$ cat config.mk
export PLATFORM = sky130hd
export DESIGN_NAME = can_fault_confine
export DESIGN_NICKNAME = d
export VERILOG_FILES = /design/src/rtl/can_fc_pkg.sv /design/src/rtl/can_fc_tec.sv /design/src/rtl/can_fc_rec.sv /design/src/rtl/can_fc_fsm.sv /design/src/rtl/can_fault_confine.sv
export SDC_FILE = /design/constraint.sdc
export NUM_CORES = 1
export LEC_CHECK = 0
export CAP_MARGIN = 30
export CORE_ASPECT_RATIO = 0.5
export CORE_MARGIN = 3
export CORE_UTILIZATION = 50
export DETAILED_ROUTE_END_ITERATION = 7
export PLACE_DENSITY = 0.74
export SYNTH_ARGS = -nofsm -noshare
export SYNTH_HDL_FRONTEND = slang
export SYNTH_HIERARCHICAL = 1
export SYNTH_SLANG_ARGS = --single-unit
$ cat constraint.sdc
create_clock -name clk -period 5.23 [get_ports clk]
set_input_delay 1.046 -clock clk [delete_from_list [all_inputs] [get_ports clk]]
set_output_delay 1.046 -clock clk [all_outputs]
set_load 0.005 [all_outputs]
$ cat src/rtl/can_fc_pkg.sv
package can_fc_pkg;
    typedef enum logic [1:0] {
        FC_ACTIVE  = 2'd0,
        FC_PASSIVE = 2'd1,
        FC_BUSOFF  = 2'd2
    } fc_state_e;
endpackage

$ cat src/rtl/can_fc_tec.sv
module can_fc_tec #(
    parameter int TEC_W      = 9,
    parameter int TX_ERR_INC = 8,
    parameter int OFF_LIM    = 255
) (
    input  logic             clk,
    input  logic             rst_n,
    input  logic             standby_i,
    input  logic             busoff_i,
    input  logic             recov_i,
    input  logic             tx_err_i,
    input  logic             tx_ok_i,
    output logic [TEC_W-1:0] tec_q,
    output logic [TEC_W-1:0] tec_d,
    output logic             ovf_o
);
    localparam int SUM_W = TEC_W + 1;

    logic [SUM_W-1:0] sum;

    assign sum   = {1'b0, tec_q} + SUM_W'(TX_ERR_INC);
    assign ovf_o = !busoff_i && tx_err_i && (sum > SUM_W'(OFF_LIM));

    always_comb begin
        tec_d = tec_q;
        if (recov_i) begin
            tec_d = '0;
        end else if (!busoff_i) begin
            if (tx_err_i) begin
                tec_d = sum[TEC_W-1:0];
            end else if (tx_ok_i && tec_q != '0) begin
                tec_d = tec_q - 1'b1;
            end
        end
    end

    always_ff @(posedge clk or negedge rst_n) begin
        if (!rst_n) begin
            tec_q <= '0;
        end else if (standby_i) begin
            tec_q <= '0;
        end else begin
            tec_q <= tec_d;
        end
    end

    // an error outside bus-off adds the fixed step
    p_tec_step_r3: assert property (@(posedge clk) disable iff (!rst_n)
        (!standby_i && !busoff_i && !recov_i && tx_err_i)
        |=> (32'(tec_q) == 32'($past(tec_q)) + TX_ERR_INC));

    // a zero count stays at zero when only successes arrive
    p_tec_floor_r3: assert property (@(posedge clk) disable iff (!rst_n)
        (tec_q == '0 && !tx_err_i) |=> (tec_q == '0));

    // frame events do not move the count in bus-off
    p_tec_frozen_r6: assert property (@(posedge clk) disable iff (!rst_n)
        (busoff_i && !recov_i && !standby_i) |=> $stable(tec_q));
endmodule

$ cat src/rtl/can_fc_rec.sv
module can_fc_rec #(
    parameter int REC_W     = 8,
    parameter int WARN_CNT  = 96,
    parameter int RECOV_CNT = 128
) (
    input  logic             clk,
    input  logic             rst_n,
    input  logic             standby_i,
    input  logic             busoff_i,
    input  logic             enter_i,
    input  logic             recov_i,
    input  logic             rx_err_i,
    input  logic             rx_ok_i,
    input  logic             rcsv11_i,
    output logic [REC_W-1:0] rec_q,
    output logic [REC_W-1:0] rec_d,
    output logic             warn_hit_o,
    output logic             recov_hit_o
);
    localparam logic [REC_W-1:0] REC_MAX = {REC_W{1'b1}};
    localparam logic [REC_W-1:0] WARN_PRE  = REC_W'(WARN_CNT - 1);
    localparam logic [REC_W-1:0] RECOV_PRE = REC_W'(RECOV_CNT - 1);
    localparam logic [REC_W-1:0] RECOV_V   = REC_W'(RECOV_CNT);

    assign warn_hit_o  = busoff_i && !recov_i && rcsv11_i && (rec_q == WARN_PRE);
    assign recov_hit_o = busoff_i && !recov_i && rcsv11_i && (rec_q == RECOV_PRE);

    always_comb begin
        rec_d = rec_q;
        if (recov_i || enter_i) begin
            rec_d = '0;
        end else if (busoff_i) begin
            if (rcsv11_i && rec_q < RECOV_V) begin
                rec_d = rec_q + 1'b1;
            end
        end else if (rx_err_i) begin
            if (rec_q != REC_MAX) begin
                rec_d = rec_q + 1'b1;
            end
        end else if (rx_ok_i && rec_q != '0) begin
            rec_d = rec_q - 1'b1;
        end
    end

    always_ff @(posedge clk or negedge rst_n) begin
        if (!rst_n) begin
            rec_q <= '0;
        end else if (standby_i) begin
            rec_q <= '0;
        end else begin
            rec_q <= rec_d;
        end
    end

    // the count never wraps from its maximum outside bus-off
    p_rec_no_wrap_r2: assert property (@(posedge clk) disable iff (!rst_n)
        (!busoff_i && !enter_i && !recov_i && !standby_i && rec_q == REC_MAX)
        |=> (rec_q >= REC_MAX - 1'b1));

    // entering bus-off leaves the count at zero
    p_rec_enter_clr_r5: assert property (@(posedge clk) disable iff (!rst_n)
        (enter_i && !standby_i) |=> (rec_q == '0));

    // without a recessive-run pulse the bus-off count holds
    p_rec_bo_hold_r6: assert property (@(posedge clk) disable iff (!rst_n)
        (busoff_i && !recov_i && !standby_i && !rcsv11_i) |=> $stable(rec_q));
endmodule

$ cat src/rtl/can_fc_fsm.sv
module can_fc_fsm
    import can_fc_pkg::*;
#(
    parameter int TEC_W       = 9,
    parameter int REC_W       = 8,
    parameter int PASSIVE_LIM = 127,
    parameter int WARN_CNT    = 96,
    parameter int RECOV_CNT   = 128
) (
    input  logic             clk,
    input  logic             rst_n,
    input  logic             standby_i,
    input  logic [TEC_W-1:0] tec_q,
    input  logic [TEC_W-1:0] tec_d,
    input  logic [REC_W-1:0] rec_q,
    input  logic [REC_W-1:0] rec_d,
    input  logic             ovf_i,
    input  logic             warn_hit_i,
    input  logic             recov_hit_i,
    output fc_state_e        state_q,
    output logic             recov_done_o,
    output logic             warn_o,
    output logic             warn_sts_o,
    output logic             recov_o
);
    localparam logic [REC_W-1:0] RECOV_V = REC_W'(RECOV_CNT);
    localparam logic [REC_W-1:0] WARN_V  = REC_W'(WARN_CNT);

    fc_state_e state_d;
    logic      over_lim;

    assign recov_done_o = (state_q == FC_BUSOFF) && (rec_q == RECOV_V);
    assign over_lim     = (32'(tec_d) > PASSIVE_LIM) || (32'(rec_d) > PASSIVE_LIM);

    always_comb begin
        state_d = state_q;
        unique case (state_q)
            FC_ACTIVE, FC_PASSIVE: begin
                if (ovf_i) begin
                    state_d = FC_BUSOFF;      // enter_busoff
                end else if (over_lim) begin
                    state_d = FC_PASSIVE;     // go_passive
                end else begin
                    state_d = FC_ACTIVE;      // go_active
                end
            end
            FC_BUSOFF: begin
                if (recov_done_o) begin
                    state_d = FC_ACTIVE;      // recover
                end
            end
            default: state_d = FC_ACTIVE;
        endcase
    end

    always_ff @(posedge clk or negedge rst_n) begin
        if (!rst_n) begin
            state_q <= FC_ACTIVE;
        end else if (standby_i) begin
            state_q <= FC_ACTIVE;
        end else begin
            state_q <= state_d;
        end
    end

    always_ff @(posedge clk or negedge rst_n) begin
        if (!rst_n) begin
            warn_o     <= 1'b0;
            recov_o    <= 1'b0;
            warn_sts_o <= 1'b0;
        end else if (standby_i) begin
            warn_o     <= 1'b0;
            recov_o    <= 1'b0;
            warn_sts_o <= 1'b0;
        end else begin
            warn_o  <= warn_hit_i;
            recov_o <= recov_hit_i;
            if (recov_done_o) begin
                warn_sts_o <= 1'b0;
            end else if (warn_hit_i) begin
                warn_sts_o <= 1'b1;
            end
        end
    end

    // outside bus-off the state follows the counter limits
    p_passive_map_r4: assert property (@(posedge clk) disable iff (!rst_n)
        (state_q != FC_BUSOFF)
        |-> ((state_q == FC_PASSIVE) ==
             ((32'(tec_q) > PASSIVE_LIM) || (32'(rec_q) > PASSIVE_LIM))));

    // the warning pulse is one cycle long and lands on the count
    p_warn_pulse_r7: assert property (@(posedge clk) disable iff (!rst_n)
        warn_o |-> (state_q == FC_BUSOFF && rec_q == WARN_V && warn_sts_o));
    p_warn_once_r7: assert property (@(posedge clk) disable iff (!rst_n)
        warn_o |=> !warn_o);

    // recovery pulse is followed by a clean active state
    p_recov_clear_r8: assert property (@(posedge clk) disable iff (!rst_n)
        recov_o |=> (state_q == FC_ACTIVE && tec_q == '0 && rec_q == '0 && !warn_sts_o));

    // bus-off is only entered with the transmit count past its limit
    p_busoff_entry_r5: assert property (@(posedge clk) disable iff (!rst_n)
        $rose(state_q == FC_BUSOFF) |-> (32'(tec_q) > 255));
endmodule

$ cat src/rtl/can_fault_confine.sv
module can_fault_confine
    import can_fc_pkg::*;
#(
    parameter int TEC_W       = 9,
    parameter int REC_W       = 8,
    parameter int TX_ERR_INC  = 8,
    parameter int PASSIVE_LIM = 127,
    parameter int OFF_LIM     = 255,
    parameter int WARN_CNT    = 96,
    parameter int RECOV_CNT   = 128
) (
    input  logic             clk,
    input  logic             rst_n,
    input  logic             standby_i,
    input  logic             tx_err_i,
    input  logic             rx_err_i,
    input  logic             tx_ok_i,
    input  logic             rx_ok_i,
    input  logic             rcsv11_i,
    output logic [TEC_W-1:0] tec_o,
    output logic [REC_W-1:0] rec_o,
    output logic [1:0]       state_o,
    output logic             warn_o,
    output logic             warn_sts_o,
    output logic             recov_o
);
    fc_state_e        state_q;
    logic             busoff;
    logic             recov_done;
    logic             ovf;
    logic             warn_hit;
    logic             recov_hit;
    logic [TEC_W-1:0] tec_q, tec_d;
    logic [REC_W-1:0] rec_q, rec_d;

    assign busoff = (state_q == FC_BUSOFF);

    can_fc_tec #(
        .TEC_W      (TEC_W),
        .TX_ERR_INC (TX_ERR_INC),
        .OFF_LIM    (OFF_LIM)
    ) u_tec (
        .clk       (clk),
        .rst_n     (rst_n),
        .standby_i (standby_i),
        .busoff_i  (busoff),
        .recov_i   (recov_done),
        .tx_err_i  (tx_err_i),
        .tx_ok_i   (tx_ok_i),
        .tec_q     (tec_q),
        .tec_d     (tec_d),
        .ovf_o     (ovf)
    );

    can_fc_rec #(
        .REC_W     (REC_W),
        .WARN_CNT  (WARN_CNT),
        .RECOV_CNT (RECOV_CNT)
    ) u_rec (
        .clk         (clk),
        .rst_n       (rst_n),
        .standby_i   (standby_i),
        .busoff_i    (busoff),
        .enter_i     (ovf),
        .recov_i     (recov_done),
        .rx_err_i    (rx_err_i),
        .rx_ok_i     (rx_ok_i),
        .rcsv11_i    (rcsv11_i),
        .rec_q       (rec_q),
        .rec_d       (rec_d),
        .warn_hit_o  (warn_hit),
        .recov_hit_o (recov_hit)
    );

    can_fc_fsm #(
        .TEC_W       (TEC_W),
        .REC_W       (REC_W),
        .PASSIVE_LIM (PASSIVE_LIM),
        .WARN_CNT    (WARN_CNT),
        .RECOV_CNT   (RECOV_CNT)
    ) u_fsm (
        .clk          (clk),
        .rst_n        (rst_n),
        .standby_i    (standby_i),
        .tec_q        (tec_q),
        .tec_d        (tec_d),
        .rec_q        (rec_q),
        .rec_d        (rec_d),
        .ovf_i        (ovf),
        .warn_hit_i   (warn_hit),
        .recov_hit_i  (recov_hit),
        .state_q      (state_q),
        .recov_done_o (recov_done),
        .warn_o       (warn_o),
        .warn_sts_o   (warn_sts_o),
        .recov_o      (recov_o)
    );

    assign tec_o   = tec_q;
    assign rec_o   = rec_q;
    assign state_o = state_q;
endmodule

# Word-level counts from Yosys, hierarchy flattened

Cells that the tools add are included.

Bits in registers: 22
Input bits: 8
Output and inout port bits: 22
Word-level logic and storage cells: 62

$add $sub $neg: 4
Magnitude comparators: 4
Equality and inequality tests: 7
Mux-type cells: 22
Reductions and logical operators: 19

Operator list:

| operator                                             | number |
|---|---|
| 2-to-1 mux 8 bit                                     | 7 |
| 2-to-1 mux 9 bit                                     | 5 |
| equality test 8 x 7 -> 1 bit (second input constant) | 2 |
| adder 9 x 4 -> 10 bit (second input constant)        | 1 |
| > comparator 10 x 8 -> 1 bit (second input constant) | 1 |
| logical AND 1 bit                                    | 10 |
| > comparator 9 x 7 -> 1 bit (second input constant)  | 1 |
| nonzero test 9 bit                                   | 1 |
| subtractor 9 x 1 -> 9 bit (second input constant)    | 1 |
| adder 8 x 1 -> 8 bit (second input constant)         | 1 |
| equality test 8 bit (second input constant)          | 1 |
| > comparator 8 x 7 -> 1 bit (second input constant)  | 1 |
| < comparator 8 bit (second input constant)           | 1 |
| != test 8 bit (second input constant)                | 1 |
| nonzero test 8 bit                                   | 1 |
| subtractor 8 x 1 -> 8 bit (second input constant)    | 1 |
| 2-to-1 mux 1 bit                                     | 6 |
| 2-to-1 mux 2 bit                                     | 3 |
| one-hot mux 2 bit (2 select lines)                   | 1 |
| != test 3 bit (second input constant)                | 1 |
| nonzero test 3 bit                                   | 1 |
| equality test 2 x 1 -> 1 bit (second input constant) | 1 |
| equality test 2 bit (second input constant)          | 1 |
| logical NOT 1 bit                                    | 2 |
| other kinds (3)                                      | 4 |

# Longest topological paths before layout

Gate-level depths: netlist of the first run.

Depth in word-level cells: 12
Mapped depth: 10

# Cells and area by module

Netlist of the first run, hierarchy kept.

By module, submodules not included:

| module            | times used | cells each | area each (um^2) |
|---|---|---|---|
| can_fc_rec        | 1          | 134        | 1016.0 |
| can_fc_tec        | 1          | 120        | 938.4 |
| can_fc_fsm        | 1          | 19         | 231.5 |
| can_fault_confine | 1          | 1          | 13.8 |

# Worst setup path before layout of the first run

No wires, ideal clock.

Path kind: input-to-reg
Start point: input rx_ok_i
End point: register u_fsm.state_q[0]
Setup time: 0.101 ns
Data arrival time: 2.318 ns
Setup slack: 2.811 ns
Stages: 7
Path buffers: 1
Path through: or4b_1 > buf_2 > a2111oi_2 > nor3_1 > nor3_1 > nor3_1 > nor4_1

Longest elaborated chain between the ends: 11

RTL lines:

| what                               | RTL line                | source |
|---|---|---|
| start, declared                    | can_fault_confine.sv:18 | `input logic rx_ok_i,` |
| logical AND 1 bit                  | can_fc_rec.sv:40        | `end else if (rx_ok_i && rec_q != '0) begin` |
| 2-to-1 mux 8 bit                   | can_fc_rec.sv:40        |  |
| 2-to-1 mux 8 bit                   | can_fc_rec.sv:36        | `end else if (rx_err_i) begin` |
| 2-to-1 mux 8 bit                   | can_fc_rec.sv:32        | `end else if (busoff_i) begin` |
| 2-to-1 mux 8 bit                   | can_fc_rec.sv:30        | `if (recov_i \|\| enter_i) begin` |
| net rec_d[7]                       | can_fault_confine.sv:34 | `logic [REC_W-1:0] rec_q, rec_d;` |
| > comparator 8 x 7 -> 1 bit        | can_fc_fsm.sv:33        | `assign over_lim = (32'(tec_d) > PASSIVE_LIM) \|\| (32'(rec_d) > PASSIVE_LIM);` |
| logical OR 1 bit                   | can_fc_fsm.sv:33        |  |
| 2-to-1 mux 1 bit                   | can_fc_fsm.sv:41        | `end else if (over_lim) begin` |
| 2-to-1 mux 2 bit                   | can_fc_fsm.sv:39        | `if (ovf_i) begin` |
| one-hot mux 2 bit (2 select lines) | can_fc_fsm.sv:37        | `unique case (state_q)` |
| 2-to-1 mux 2 bit                   | can_fc_fsm.sv:59        | `end else if (standby_i) begin` |
| end signal, assigned               | can_fc_fsm.sv:62        | `state_q <= state_d;` |
| end, declared                      | can_fc_fsm.sv:20        | `output fc_state_e state_q,` |

The timed path passes the listed nets, and every way through them passes these cells.
A chain may end at the register's enable or synchronous reset.

# Final worst setup path of the first run

Start point: register u_rec.rec_q[3]
End point: register u_fsm.state_q[0]

Elaborated cells on any way between the ends: 25

RTL lines:

| what                               | RTL line                | source |
|---|---|---|
| start, declared                    | can_fc_rec.sv:15        | `output logic [REC_W-1:0] rec_q,` |
| start signal, assigned             | can_fc_rec.sv:51        | `rec_q <= rec_d;` |
| equality test 8 bit                | can_fc_fsm.sv:32        | `assign recov_done_o = (state_q == FC_BUSOFF) && (rec_q == RECOV_V);` |
| logical AND 1 bit                  | can_fc_fsm.sv:32        |  |
| net recov_done                     | can_fault_confine.sv:29 | `logic recov_done;` |
| 2-to-1 mux 9 bit                   | can_fc_tec.sv:26        | `if (recov_i) begin` |
| net tec_d[7]                       | can_fault_confine.sv:33 | `logic [TEC_W-1:0] tec_q, tec_d;` |
| > comparator 9 x 7 -> 1 bit        | can_fc_fsm.sv:33        |  |
| logical OR 1 bit                   | can_fc_fsm.sv:33        |  |
| 2-to-1 mux 1 bit                   | can_fc_fsm.sv:41        |  |
| 2-to-1 mux 2 bit                   | can_fc_fsm.sv:39        |  |
| one-hot mux 2 bit (2 select lines) | can_fc_fsm.sv:37        |  |
| 2-to-1 mux 2 bit                   | can_fc_fsm.sv:59        |  |

The timed path passes the listed nets, and every way through them passes these cells.

==> metrics.md, run 1 <==
| Metric | Value |
|---|---|
| Status | complete, no violations |
| Fillers | 325 |
| DP Worst Slack | slightly above 2 ns |
| # rows | 15 |
| Total track usage | 22.7% |
| PD cells | between 200 and 300 nW/um^2 |
| Non-filler cells, final | 317 |
| Core box area | 3680 um^2 |
| Tcrit/Tclk final | a little under three fifths |
| Setup Viol. Count Final | 0 |
| Worst hold path class | flop to flop |
| H-tree levels | 1 |
| Vias in the first global route | 1896 |
| Diode count | 0 |
| Post-Place Cells | 313 |
| Drt drc | 0 |
| Top achievable clock speed | 337 MHz |
| Final worst slack | 2.26 ns |
| Fin crit period | 2.97 ns |
| Worst stage delay on the critical path | 0.64 ns |
| Hold wc startpoint | u_fsm/state_q[1]$_DFFE_PN0P_ |
| Crit-path max FO | 17 |
| Clk Tree Root Cell | clkbuf_8 |
| Vias per cell | 6.43 |
| DRT iter0 DRCs | 112 |
| Slack of the worst reg-to-reg path | 2.26 ns |
| Worst EP required | 5.37 ns |
| Gate Count Post-Synth | 250 |
| Core Util, Final | 65.3% |
| Area post-placement | 2350 um^2 |
| RSZ-0062 raised after global routing | no |
| Crit path buf inv count | 0 |
| Slowest cell on the critical path | or4_4 |
| Critical Path Sink Type | flop |
| Hold Buf Count CTS | 0 |
| Cell area after layout | roughly 2400 um^2 |
| IO Port Bufs | 29 |
| Final Hold Fails | 0 |
| WL/cell | 17.1 um |
| Post-CTS Setup Bufs | 0 |
| Max cap viols | 0 |
| Via count | 2037 |
| Clock transition at the registers of the reported paths | 0.08 ns |
| Most frequent cells in the layout | 29 x clkdlybuf4s50_1, 22 x nor3_1, 22 x dfrtp_1 |
| Number of nets with antenna violations after routing | 0 |
| Initial Utilization | 55.9% |
| Area growth syn-to-layout | 17.0% |
| I/O pin cnt | 30 |
| Yosys warning total | 6 |
| Clock latency on the worst-skew pair | approximately 0.27 ns |
| Die area | 4960 um^2 |
| Final Max Slew Viols | 0 |
| Largest net degree at the start of global routing | 20 |
| Reg-to-reg critical path startpoint | u_rec/rec_q[3]$_DFF_PN0_ |
| Global-route wire length before repair | 9.25 mm |
| Deepest clock path buffer count | 2 |
| Setup_tns | 0 ns |
| Multi-input logic area | 1360 um^2 |
| Initial antenna violation count | 0 |
| Setup crit start | u_rec/rec_q[3]$_DFF_PN0_ |
| Post-Syn Area | ~2000 um^2 |
| CP Class | flop to flop |
| Share of layout cells above drive strength 1 | between 10% and 20% |
| Leakage power | 0.906 nW |
| Commonest non-fill, non-tap cell in the layout | clkdlybuf4s50_1 |
| Nets | 282 |
| VDD IR-drop max | 0.100 mV |
| Delay-heaviest family, CP | simple AND/OR/NAND/NOR gates |
| Syn Area/Cell | 8.22 um^2 |
| Least-Margin Pin Slew | 0.775 ns |
| TritonRoute pass-1 iters | 5 |
| Post-synth net total | 265 |
| Startpoint types | flop |
| Total Wirelength | 5.42 mm |
| Storage cell area | 551 um^2 |
| Die H | 51.3 um |
| Gr ovfl total | 0 |
| CTS resizes | 0 |
| CTS tree | built |
| Die Span X | 96.7 um |
| DP HPWL | 3.89 mm |
| Final Wtd Congestion | 0.885 |
| Clock sinks | 22 |
| Critical Path AT | 3.11 ns |
| Max transition margin | 48.0% |
| Critical path cell sequence | or4_4 -> nor3_2 -> nor2b_1 -> o211a_1 -> a311oi_1 -> o211ai_1 -> nor3_1 -> nor4_1 |
| Clock Skew | 0.00185 ns |
| CTS buffer count | 3 |
==> layout make-up <==
class / instances / area share (%)
clock buffers: 4 / 2.29
inverters: 14 / 2.19
multi-input cells: 196 / 56.7
flip-flops and latches: 22 / 22.9
well taps: 51 / 2.65
repair buffers: 30 / 13.2
==> flip-flops by register name, summed over array words and instances (netlist names) <==
signal            count
u_tec/tec_q           9
u_fsm/state_q         2
u_fsm/recov_o         1
u_fsm/warn_sts_o      1
u_rec/rec_q           8
u_fsm/warn_o          1
==> routing by layer <==
layer / track usage [%] / wire length, um / share of wire, % / vias to the layer above
met5: 0 / 0 / 0 / -
met4: 3.73 / 25 / 0.46 / 0
li1: - / - / - / 979
met3: 4.22 / 385 / 7.1 / 2
met2: 39.5 / 2530 / 47 / 80
met1: 30.1 / 2480 / 46 / 976
==> metrics by stage <==
stage	hold slack [ns]	total power [mW]
after detailed placement	0.543	0.559
after CTS	0.557	0.688
after floorplan	0.511	0.454
after global routing	0.584	0.742
after global placement	0.532	0.550
final	0.554	0.687
==> worst paths after layout <==
path,to,depth (start not counted)
worst max register to register,u_fsm/state_q[0]$_DFFE_PN0P_,8
max in group asynchronous,u_fsm/warn_sts_o$_DFFE_PN0P_,2
worst min register to register,u_fsm/state_q[0]$_DFFE_PN0P_,1
min in group asynchronous,u_rec/rec_q[3]$_DFF_PN0_,1
worst min-delay path,u_fsm/state_q[0]$_DFFE_PN0P_,1
worst max-delay path,u_fsm/state_q[0]$_DFFE_PN0P_,8
==> where the power goes <==
part / switching [mW] / total [mW] / leakage [nW] / internal (mW)
Sequential: 0.0589 / 0.253 / 0.296 / 0.194
Combinational: 0.152 / 0.308 / 0.581 / 0.156
Clock: 0.0595 / 0.127 / 0.0288 / 0.0673
Total: 0.270 / 0.687 / 0.906 / 0.417
No activity file was read; power rests on OpenSTA's default activity.
==> inputs of run 2 (changes only) <==
--- a/config.mk
+++ b/config.mk
@@ -10,7 +10,7 @@
 export CORE_MARGIN = 3
 export CORE_UTILIZATION = 50
 export DETAILED_ROUTE_END_ITERATION = 7
-export PLACE_DENSITY = 0.74
+export PLACE_DENSITY = 0.77
 export SYNTH_ARGS = -nofsm -noshare
 export SYNTH_HDL_FRONTEND = slang
 export SYNTH_HIERARCHICAL = 1
==> constraint.sdc (replaced) <==
create_clock -name clk -period 2.56 [get_ports clk]
set_input_delay 0.512 -clock clk [delete_from_list [all_inputs] [get_ports clk]]
set_output_delay 0.512 -clock clk [all_outputs]
set_load 0.005 [all_outputs]
==> run 2 against run 1 <==
Core utilization up 3.7 points. Via count up 6.0%. Clock power grew to 2.6 times the previous value. Setup slack got worse by 2.0 ns. Hold slack worse by 0.0039 ns. Clock skew rose by 0.0059 ns. Sequential power rose by 80%. First-iteration DRC count rose by 14%. Critical path depth decreased by 2. Count of clock-buffer cells in the layout shrank 1. Wire length increased by 4.7%. Largest cell class unchanged. Largest power group unchanged.
==> metrics.md, run 2 (synthesis results as in run 1) <==
| Metric | Value |
|---|---|
| Startpoint types | flop |
| Total track usage | 23.5% |
| Initial antenna violation count | 0 |
| Clk Tree Root Cell | clkbuf_8 |
| Vias per cell | 6.45 |
| Slowest cell on the critical path | or3_1 |
| Total Wirelength | ~5.7 mm |
| CTS tree | built |
| PD cells | 612 nW/um^2 |
| Deepest clock path buffer count | 2 |
| Final Wtd Congestion | 0.899 |
| Die Span X | 96.7 um |
| Met3 usage | 4.90% |
| Crit path buf inv count | 0 |
| RSZ-0062 raised after global routing | no |
| Critical Path AT | 2.45 ns |
| Top achievable clock speed | 438 MHz |
| Post-Place Cells | around 330 |
| DRT iter0 DRCs | about 130 |
| Largest register FFs | 9 |
| Nets | 300 |
| Worst hold path class | flop to flop |
| Via count | roughly 2200 |
| GR peak layer | met2 |
| Global-route wire length before repair | 9.54 mm |
| Max cap viols | 0 |
| Clock latency on the worst-skew pair | 0.27 ns |
| TritonRoute pass-1 iters | 5 |
| Tcrit/Tclk final | 89.3% |
| IO Port Bufs | 29 |
| Setup crit start | u_tec/tec_q[4]$_DFF_PN0_ |
| Crit-path max FO | 7 |
| Critical Path Sink Type | flop |
| H-tree levels | 1 |
| Initial Utilization | 55.9% |
| Drt drc | 0 |
| Fin crit period | about 2.3 ns |
| Status | complete, no violations |
| Commonest non-fill, non-tap cell in the layout | clkdlybuf4s50_1 |
| Gr ovfl total | 0 |
| WL/cell | 16.9 um |
| Die area | 4960 um^2 |
| Reg-to-reg critical path startpoint | u_tec/tec_q[4]$_DFF_PN0_ |
| Register name with the most flops | u_tec/tec_q |
| Clock transition at the registers of the reported paths | 0.09 ns |
| Met1 GRT Util | ~30% |
| Clock sinks | 22 |
| I/O pin cnt | 30 |
| Vias in the first global route | approximately 2000 |
| CP Class | flop to flop |
| CTS buffer count | 3 |
| Critical path cell sequence | ha_1 -> nand2b_1 -> mux2_2 -> and2_1 -> or3_1 -> nor4_1 |
| DP HPWL | 4.12 mm |
| Diode count | 0 |
| Worst stage delay on the critical path | 0.52 ns |
| Final Hold Fails | 0 |
| Non-filler cells, final | 335 |
| Number of nets with antenna violations after routing | 0 |
| Cell area after layout | 2540 um^2 |
| Hold wc startpoint | u_fsm/state_q[1]$_DFFE_PN0P_ |
| Met2 usage | between 40% and 50% |
| Die H | 51.3 um |
| # rows | 15 |
| Largest net degree at the start of global routing | 23 |
| Area post-placement | 2460 um^2 |
| Core box area | 3680 um^2 |
| Leakage power | 1.00 nW |
| Max transition margin | 60.0% |
| Worst EP required | 2.72 ns |
| Setup_tns | 0 ns |
| Top Registers | u_tec/tec_q (9), u_rec/rec_q (8), u_fsm/state_q (2) |
| Least-Margin Pin Slew | 0.599 ns |
| Share of layout cells above drive strength 1 | 16.5% |
| Hold Buf Count CTS | 0 |
| Most frequent cells in the layout | 29 x clkdlybuf4s50_1, 22 x nor3_1, 22 x dfrtp_1 |
| Area growth syn-to-layout | 23.7% |
| VDD IR-drop max | 0.282 mV |
| Delay-heaviest family, CP | simple AND/OR/NAND/NOR gates |
| Setup Viol. Count Final | 0 |
| Final Max Slew Viols | 0 |
| Clock Skew | just under 0.008 ns |
run 2: changes by cell type in the layout (fill, tap and decap cells not counted):
cell / change
bufinv_16: +1
nor3_2: -1
clkbuf_8: -1
buf_4: +19
nor3_4: +1
buf_16: -1
run 2: final timing paths:
check                                          endpoint  cells after the start  slack [ns]
min in group asynchronous      u_tec/tec_q[4]$_DFF_PN0_                      2        0.58
setup / recovery               u_rec/rec_q[5]$_DFF_PN0_                      6        0.27
hold / removal             u_fsm/state_q[0]$_DFFE_PN0P_                      1        0.55
setup reg to reg               u_rec/rec_q[5]$_DFF_PN0_                      6        0.27
max in group asynchronous      u_rec/rec_q[5]$_DFF_PN0_                      2        1.75
hold reg to reg            u_fsm/state_q[0]$_DFFE_PN0P_                      1        0.55
run 2: area by class of cell:
class / count / area [um^2]
Fill cell: 303 / 1140
Tap cell: 51 / 63.8
Clock inverter: 1 / 30.0
Multi-Input combinational cell: 196 / 1370
Clock buffer: 3 / 41.3
Timing Repair Buffer: 48 / 433
Inverter: 14 / 52.6
Sequential cell: 22 / 551
run 2: where the power goes:
part	total (mW)	leakage (nW)	switching [mW]	internal [mW]
Clock	0.333	0.0357	0.124	0.209
Sequential	0.456	0.296	0.0598	0.397
Combinational	0.766	0.669	0.404	0.362
Total	1.56	1.00	0.588	0.968
run 2: layer usage:
| metal | vias to the layer above | part of all wire [%] | routed length (um) |
|---|---|---|---|
| li1 | 1015 | - | - |
| met1 | 1013 | 43 | 2440 |
| met2 | 120 | 47 | 2680 |
| met3 | 12 | 8.8 | 499 |
| met4 | 0 | 0.99 | 56 |
| met5 | - | 0 | 0 |
run 2: repair_timing:
action                                  in CTS  in global routing
setup buffers                                0                  0
hold endpoints to repair                     0                  0
endpoints found under the setup margin       0                  1
resized for setup                            0                  1
run 2: stage by stage:
step / hold WS, ns / setup slack [ns] / power, mW / utilization (%)
5_1_grt: 0.580 / 0.0682 / 1.66 / 69.1
3_5_place_dp: 0.549 / 0.0631 / 1.20 / 67.0
2_1_floorplan: 0.216 / 0.290 / 0.927 / -
3_3_place_gp: 0.532 / 0.171 / 1.18 / 67.0
6_report: 0.550 / 0.274 / 1.56 / 69.1
4_1_cts: 0.553 / 0.159 / 1.54 / 68.9
